[src/rtl/wcc_pkg.sv]
package wcc_pkg;

  localparam logic [1:0] OP_WRITE = 2'b10;
  localparam logic [1:0] OP_STOP  = 2'b11;

  typedef enum logic [1:0] {
    ST_IDLE,
    ST_HEAD,
    ST_BODY,
    ST_DRAIN
  } wccState_t;

  // strobes from control to datapath
  typedef struct packed {
    logic takeHead;   // first header bit arrives
    logic decodeOp;   // second header bit arrives
    logic shiftBody;  // body bit arrives
    logic evalBody;   // stream ended after a write header
    logic shortEnd;   // stream ended after one header bit
  } ctrlStrobe_t;

endpackage

[src/rtl/wcc_control.sv]
module wcc_control
  import wcc_pkg::*;
(
  input  logic        clk,
  input  logic        rstN,
  input  logic        bitIn,
  input  logic        bitValid,
  input  logic        streamEnd,
  input  logic        headBit,
  output ctrlStrobe_t strobes
);

  wccState_t state;
  wccState_t stateNext;
  logic [1:0] headNow;

  assign headNow = {headBit, bitIn};

  always_comb begin
    stateNext = state;
    strobes   = '0;
    unique case (state)
      ST_IDLE: begin
        if (!streamEnd && bitValid) begin
          strobes.takeHead = 1'b1;
          stateNext        = ST_HEAD;
        end
      end
      ST_HEAD: begin
        if (streamEnd) begin
          strobes.shortEnd = 1'b1;
          stateNext        = ST_IDLE;
        end else if (bitValid) begin
          strobes.decodeOp = 1'b1;
          stateNext        = (headNow == OP_WRITE) ? ST_BODY : ST_DRAIN;
        end
      end
      ST_BODY: begin
        if (streamEnd) begin
          strobes.evalBody = 1'b1;
          stateNext        = ST_IDLE;
        end else if (bitValid) begin
          strobes.shiftBody = 1'b1;
        end
      end
      ST_DRAIN: begin
        if (streamEnd) begin
          stateNext = ST_IDLE;
        end
      end
      default: stateNext = ST_IDLE;
    endcase
  end

  always_ff @(posedge clk or negedge rstN) begin
    if (!rstN) begin
      state <= ST_IDLE;
    end else begin
      state <= stateNext;
    end
  end

endmodule

[src/rtl/wcc_datapath.sv]
module wcc_datapath
  import wcc_pkg::*;
#(
  parameter int DATA_W = 32,
  parameter int ADDR_W = 3,
  parameter int PWD_W  = 32
) (
  input  logic                    clk,
  input  logic                    rstN,
  input  logic                    bitIn,
  input  ctrlStrobe_t             strobes,
  input  logic                    pwdModeEn,
  input  logic [PWD_W-1:0]        storedPwd,
  input  logic [(1<<ADDR_W)-1:0]  lockBits,
  output logic                    headBit,
  output logic                    opcodeValid,
  output logic [1:0]              opcodeOut,
  output logic                    stopPulse,
  output logic                    writeAccept,
  output logic [ADDR_W-1:0]       writeAddr,
  output logic [DATA_W:0]         writeWord,
  output logic                    errorPulse
);

  localparam int WORD_W     = DATA_W + 1;
  localparam int BODY_PLAIN = WORD_W + ADDR_W;
  localparam int BODY_PWD   = PWD_W + BODY_PLAIN;
  localparam int CNT_W      = $clog2(BODY_PWD + 1) + 1;

  logic [BODY_PWD-1:0] payload;
  logic [CNT_W-1:0]    bodyCnt;
  logic [1:0]          headNow;
  logic [ADDR_W-1:0]   frameAddr;
  logic [WORD_W-1:0]   frameWord;
  logic [PWD_W-1:0]    framePwd;
  logic [CNT_W-1:0]    expLen;
  logic                lenOk;
  logic                pwdOk;
  logic                lockHit;
  logic                acceptNow;
  logic                rejectNow;
  logic                badHead;

  assign headNow   = {headBit, bitIn};
  assign badHead   = strobes.decodeOp && (headNow != OP_WRITE) && (headNow != OP_STOP);

  // field slicing of the right-aligned body
  assign frameAddr = payload[ADDR_W-1:0];
  assign frameWord = payload[ADDR_W +: WORD_W];
  assign framePwd  = payload[BODY_PLAIN +: PWD_W];

  assign expLen    = pwdModeEn ? CNT_W'(BODY_PWD) : CNT_W'(BODY_PLAIN);
  assign lenOk     = (bodyCnt == expLen);
  assign pwdOk     = !pwdModeEn || (framePwd == storedPwd);
  assign lockHit   = lockBits[frameAddr];
  assign acceptNow = strobes.evalBody && lenOk && pwdOk && !lockHit;
  assign rejectNow = (strobes.evalBody && !acceptNow) || strobes.shortEnd || badHead;

  // header and body capture
  always_ff @(posedge clk or negedge rstN) begin
    if (!rstN) begin
      headBit <= 1'b0;
      payload <= '0;
      bodyCnt <= '0;
    end else begin
      if (strobes.takeHead) begin
        headBit <= bitIn;
        payload <= '0;
        bodyCnt <= '0;
      end else if (strobes.shiftBody) begin
        payload <= {payload[BODY_PWD-2:0], bitIn};
        if (bodyCnt != {CNT_W{1'b1}}) begin
          bodyCnt <= bodyCnt + 1'b1;
        end
      end
    end
  end

  // registered outcomes
  always_ff @(posedge clk or negedge rstN) begin
    if (!rstN) begin
      opcodeValid <= 1'b0;
      opcodeOut   <= 2'b00;
      stopPulse   <= 1'b0;
      writeAccept <= 1'b0;
      writeAddr   <= '0;
      writeWord   <= '0;
      errorPulse  <= 1'b0;
    end else begin
      opcodeValid <= strobes.decodeOp;
      stopPulse   <= strobes.decodeOp && (headNow == OP_STOP);
      errorPulse  <= rejectNow;
      writeAccept <= acceptNow;
      if (strobes.decodeOp) begin
        opcodeOut <= headNow;
      end
      if (acceptNow) begin
        writeAddr <= frameAddr;
        writeWord <= frameWord;
      end
    end
  end

endmodule

[src/rtl/tag_write_gate.sv]
module tag_write_gate
  import wcc_pkg::*;
#(
  parameter int DATA_W = 32,
  parameter int ADDR_W = 3,
  parameter int PWD_W  = 32
) (
  input  logic                    clk,
  input  logic                    rstN,
  input  logic                    bitIn,
  input  logic                    bitValid,
  input  logic                    streamEnd,
  input  logic                    pwdModeEn,
  input  logic [PWD_W-1:0]        storedPwd,
  input  logic [(1<<ADDR_W)-1:0]  lockBits,
  output logic                    opcodeValid,
  output logic [1:0]              opcodeOut,
  output logic                    stopPulse,
  output logic                    writeAccept,
  output logic [ADDR_W-1:0]       writeAddr,
  output logic [DATA_W:0]         writeWord,
  output logic                    errorPulse
);

  ctrlStrobe_t strobes;
  logic        headBit;

  wcc_control ctrl_i (
    .clk       (clk),
    .rstN      (rstN),
    .bitIn     (bitIn),
    .bitValid  (bitValid),
    .streamEnd (streamEnd),
    .headBit   (headBit),
    .strobes   (strobes)
  );

  wcc_datapath #(
    .DATA_W (DATA_W),
    .ADDR_W (ADDR_W),
    .PWD_W  (PWD_W)
  ) dp_i (
    .clk         (clk),
    .rstN        (rstN),
    .bitIn       (bitIn),
    .strobes     (strobes),
    .pwdModeEn   (pwdModeEn),
    .storedPwd   (storedPwd),
    .lockBits    (lockBits),
    .headBit     (headBit),
    .opcodeValid (opcodeValid),
    .opcodeOut   (opcodeOut),
    .stopPulse   (stopPulse),
    .writeAccept (writeAccept),
    .writeAddr   (writeAddr),
    .writeWord   (writeWord),
    .errorPulse  (errorPulse)
  );

endmodule

[config.mk]
export PLATFORM = sky130hd
export DESIGN_NAME = tag_write_gate
export DESIGN_NICKNAME = d
export VERILOG_FILES = /design/src/rtl/wcc_pkg.sv /design/src/rtl/wcc_control.sv /design/src/rtl/wcc_datapath.sv /design/src/rtl/tag_write_gate.sv
export SDC_FILE = /design/constraint.sdc
export NUM_CORES = 1
export LEC_CHECK = 0
export ABC_CLOCK_PERIOD_IN_PS = 2400
export BUFFER_PORTS_ARGS = -buffer_cell sky130_fd_sc_hd__buf_2
export CORE_MARGIN = 2
export CORE_UTILIZATION = 50
export CTS_CLUSTER_SIZE = 20
export DETAILED_ROUTE_END_ITERATION = 8
export GPL_ROUTABILITY_DRIVEN = 1
export PLACE_DENSITY_LB_ADDON = 0.15
export SLEW_MARGIN = 40
export SYNTH_ARGS = -nofsm -noshare
export SYNTH_HDL_FRONTEND = slang
export SYNTH_SLANG_ARGS = --single-unit
[constraint.sdc]
create_clock -name clk -period 2.4 [get_ports clk]
set_input_delay 0.24 -clock clk [delete_from_list [all_inputs] [get_ports clk]]
set_output_delay 0.24 -clock clk [all_outputs]
set_load 0.05 [all_outputs]
==> flow_summary_export.csv <==
group,metric,value,unit
synth,synth_top_area_frac,0.480,
worst_hold_path,hold_class,"primary input to register",
floorplan,fp.dieH,116,um
floorplan,rows,41,
cells_and_area,fin_nets,796,
setup_path,worst_ep_required_time,2.69,ns
synth,seq_area_frac_synth,0.480,
setup_path,worstPathMaxFanout,42,
setup_path,cpPeakStageDelay,0.58,ns
sta,drv_slew,0,
job,drv_cap,0,
routing,final_antenna_net_count,0,
cells_and_area,nFillCells,1103,
floorplan,die-area,13500,um2
cells_and_area,antenna_cells,0,
global_route,grt_pass1_wl,24.9,mm
synth,yosysWarnings,0,
clocking,clock_latency,0.42,ns
global_route,grt_max_degree,71,
power,power_density,627,nW/um2
clocking,tritoncts,"done",
floorplan,io-pin-count,88,
cells_and_area,syn_to_final_growth,17.6,%
synth,netlist_area,6300,um2
synth,async_flop_share,1.00,
routing,drt_iter0_markers,333,
sta,finalHoldViolations,0,
setup_path,crit_arrival,2.50,ns
routing,viasPerCell,5.57,
setup_path,cp_cell_sequence,"mux4_1 -> mux2_4 -> nor2_8 -> buf_12 -> mux2i_1 -> nand3_1",
synth,synth_edf_count,0,
sta,setup_viol,0,
clocking,cts_sinks,121,
power,ir_worst_vdd,0.405,mV
cells_and_area,final_core_util,0.595,
placed_design,gp_congestion,0.794,
setup_path,cp_slowest_cell,"mux4_1",
setup_path,reg2reg_slack,0.19,ns
sta,hold_ws,0.102,ns
clocking,htreeDepth,4,
clocking,cts-root-buf,"clkbuf_16",
sta,worstMarginPinSlew,0.789,ns
routing,vias,5200,
setup_path,worstSetupPathType,"register to register",
synth,synth_cell_types,41,
sta,min_period_over_period,0.920,
global_route,grt_usage,0.236,
sta,fin_crit,2.21,ns
synth,synth_nets,725,
clocking,numCtsBuffers,17,
placed_design,portBuffers,87,
routing,drc,0,
floorplan,core_region_area,12500,um2
synth,ys.flop_type,"dfrtp_1",
synth,synth_cells,677,
synth,synth_commonest_cells,"148 x nand2_1, 121 x dfrtp_1, 106 x nand3_1",
routing,dr.pass1.iters,4,
global_route,grt_remaining_overflow,0,
synth,yosys-top-cells-area,"dfrtp_1 48%, nand2_1 8.8%, nand3_1 8.4%",
clocking,clk_path_buf_depth,2,
sta,timing.fmax,0.453,GHz
setup_path,path_delay_family,"multiplexers",
cells_and_area,postLayoutCellArea,7410,um2
sta,finClkSkew,0.00897,ns
synth,synth.avg_cell_area,9.31,um2
placed_design,post_dp_cell_area,6900,um2
setup_path,crit_buf_inv,1,
global_route,antenna_found_initial,0,
sta,fin_tns_setup,0,ns
routing,routed_wl,15.0,mm
routing,wl_per_cell,16.0,um
synth,synth_most_common_cell,"nand2_1",
sta,rsz0062_at_grt,"false",
placed_design,place_hpwl,9.44,mm
power,p_leak,3.69,nW
sta,maxSlewHeadroom,0.474,
setup_path,cp-start-kind,"register",
setup_path,worstSetupEndpointType,"register",
global_route,grt_pass1_vias,5214,
synth,yosys.area.top_type,"dfrtp_1",
floorplan,start_util,0.506,
cells_and_area,drive_gt1_frac,0.183,
synth,synth-seq-cells,121,
clocking,clk_pin_slew,0.05,ns
run_status,status,"complete, no violations",
floorplan,die_x,116,um
## repair_timing
action / CTS / global route
hold endpoints to repair: 37 / 0
setup endpoints to repair: 0 / 0
hold buffers: 1 / 0
resized for setup: 0 / 0
setup buffers: 0 / 0
## per-layer routing
| layer | wire length, um | GRT usage | vias up |
|---|---|---|---|
| met5 | 0 | 0 | - |
| met3 | 862 | 0.0690 | 14 |
| li1 | - | - | 2522 |
| met2 | 7400 | 0.403 | 135 |
| met1 | 6510 | 0.286 | 2529 |
| met4 | 185 | 0.0817 | 0 |
## area by class of cell
cell class,instances,area [um2],area share
Clock inverter,3,15.0,0.00203
Multi-Input combinational cell,497,3000,0.404
Clock buffer,29,490,0.0662
Timing Repair Buffer,106,646,0.0871
Inverter,5,18.8,0.00253
Tap cell,172,215,0.0290
Sequential cell,121,3030,0.409
## cells by family (layout without fill, tap and decap cells)
group                    after synthesis  after routing  share of synthesized area
buffers and inverters                 59            143                     0.0468
multiplexers                          43             43                     0.0748
adder cells (fa/ha/maj)                2              2                    0.00397
AO/OA/AOI/OAI                         53             53                     0.0586
XOR/XNOR                              34             34                     0.0472
flip-flops                           121            121                      0.480
AND/OR/NAND/NOR                      365            365                      0.288
## path summary, 6_finish.rpt
kind | end | cells past startpoint | startpoint
max in group asynchronous | dp_i.writeWord[27] | 3 | rstN
setup reg to reg | dp_i.writeWord[12] | 6 | dp_i.payload[0]
hold reg to reg | dp_i.opcodeOut[1] | 1 | dp_i.opcodeOut[1]
min in group asynchronous | dp_i.errorPulse | 2 | rstN
setup / recovery | dp_i.writeWord[12] | 6 | dp_i.payload[0]
hold / removal | dp_i.headBit | 3 | bitIn
## through the flow
stage | total power [W] | worst slack (ns) | instances
3_5_place_dp | 0.00249 | 0.188 | 900
6_report | 0.00464 | 0.191 | 933
4_1_cts | 0.00469 | 0.180 | 933
2_1_floorplan | 0.00233 | 0.367 | 677
5_1_grt | 0.00484 | 0.0950 | 933
3_3_place_gp | 0.00248 | 0.287 | 900
## registers in the layout, summed over array words and instances (netlist names)
register          flops
ctrl_i.state          2
dp_i.bodyCnt          8
dp_i.errorPulse       1
dp_i.headBit          1
dp_i.opcodeOut        2
dp_i.opcodeValid      1
dp_i.payload         68
dp_i.stopPulse        1
dp_i.writeAccept      1
dp_i.writeAddr        3
dp_i.writeWord       33
## power by group
| group | switching [W] | internal, W | leakage [nW] |
|---|---|---|---|
| sequential | 0.0000197 | 0.00207 | 1.68 |
| clock | 0.000828 | 0.00137 | 0.247 |
| combinational | 0.000254 | 0.000106 | 1.76 |
## worst min-delay path: cells and delay by family
| kind | cells | cell delay [ns] |
|---|---|---|
| AO/OA/AOI/OAI | 1 | 0.06 |
| buffers and inverters | 1 | 0.13 |
| AND/OR/NAND/NOR | 1 | 0.05 |
## placed cells by master, fill, tap and decap left out, drive strengths merged, types with 2 or more instances in the layout
cell type,synthesis,routed
a21oi,5,5
and3b,2,2
buf,15,105
clkbuf,39,29
clkinv,0,3
dfrtp,121,121
ha,2,2
inv,5,5
mux2,4,4
mux2i,37,37
mux4,2,2
nand2,148,148
nand3,106,106
nand4,41,41
nor2,9,9
nor2b,37,37
nor3,4,4
nor3b,2,2
nor4,6,6
nor4b,2,2
o211ai,36,36
o21ai,8,8
or3,3,3
xnor2,18,18
xor2,16,16
No activity file was read; power rests on OpenSTA's default activity.
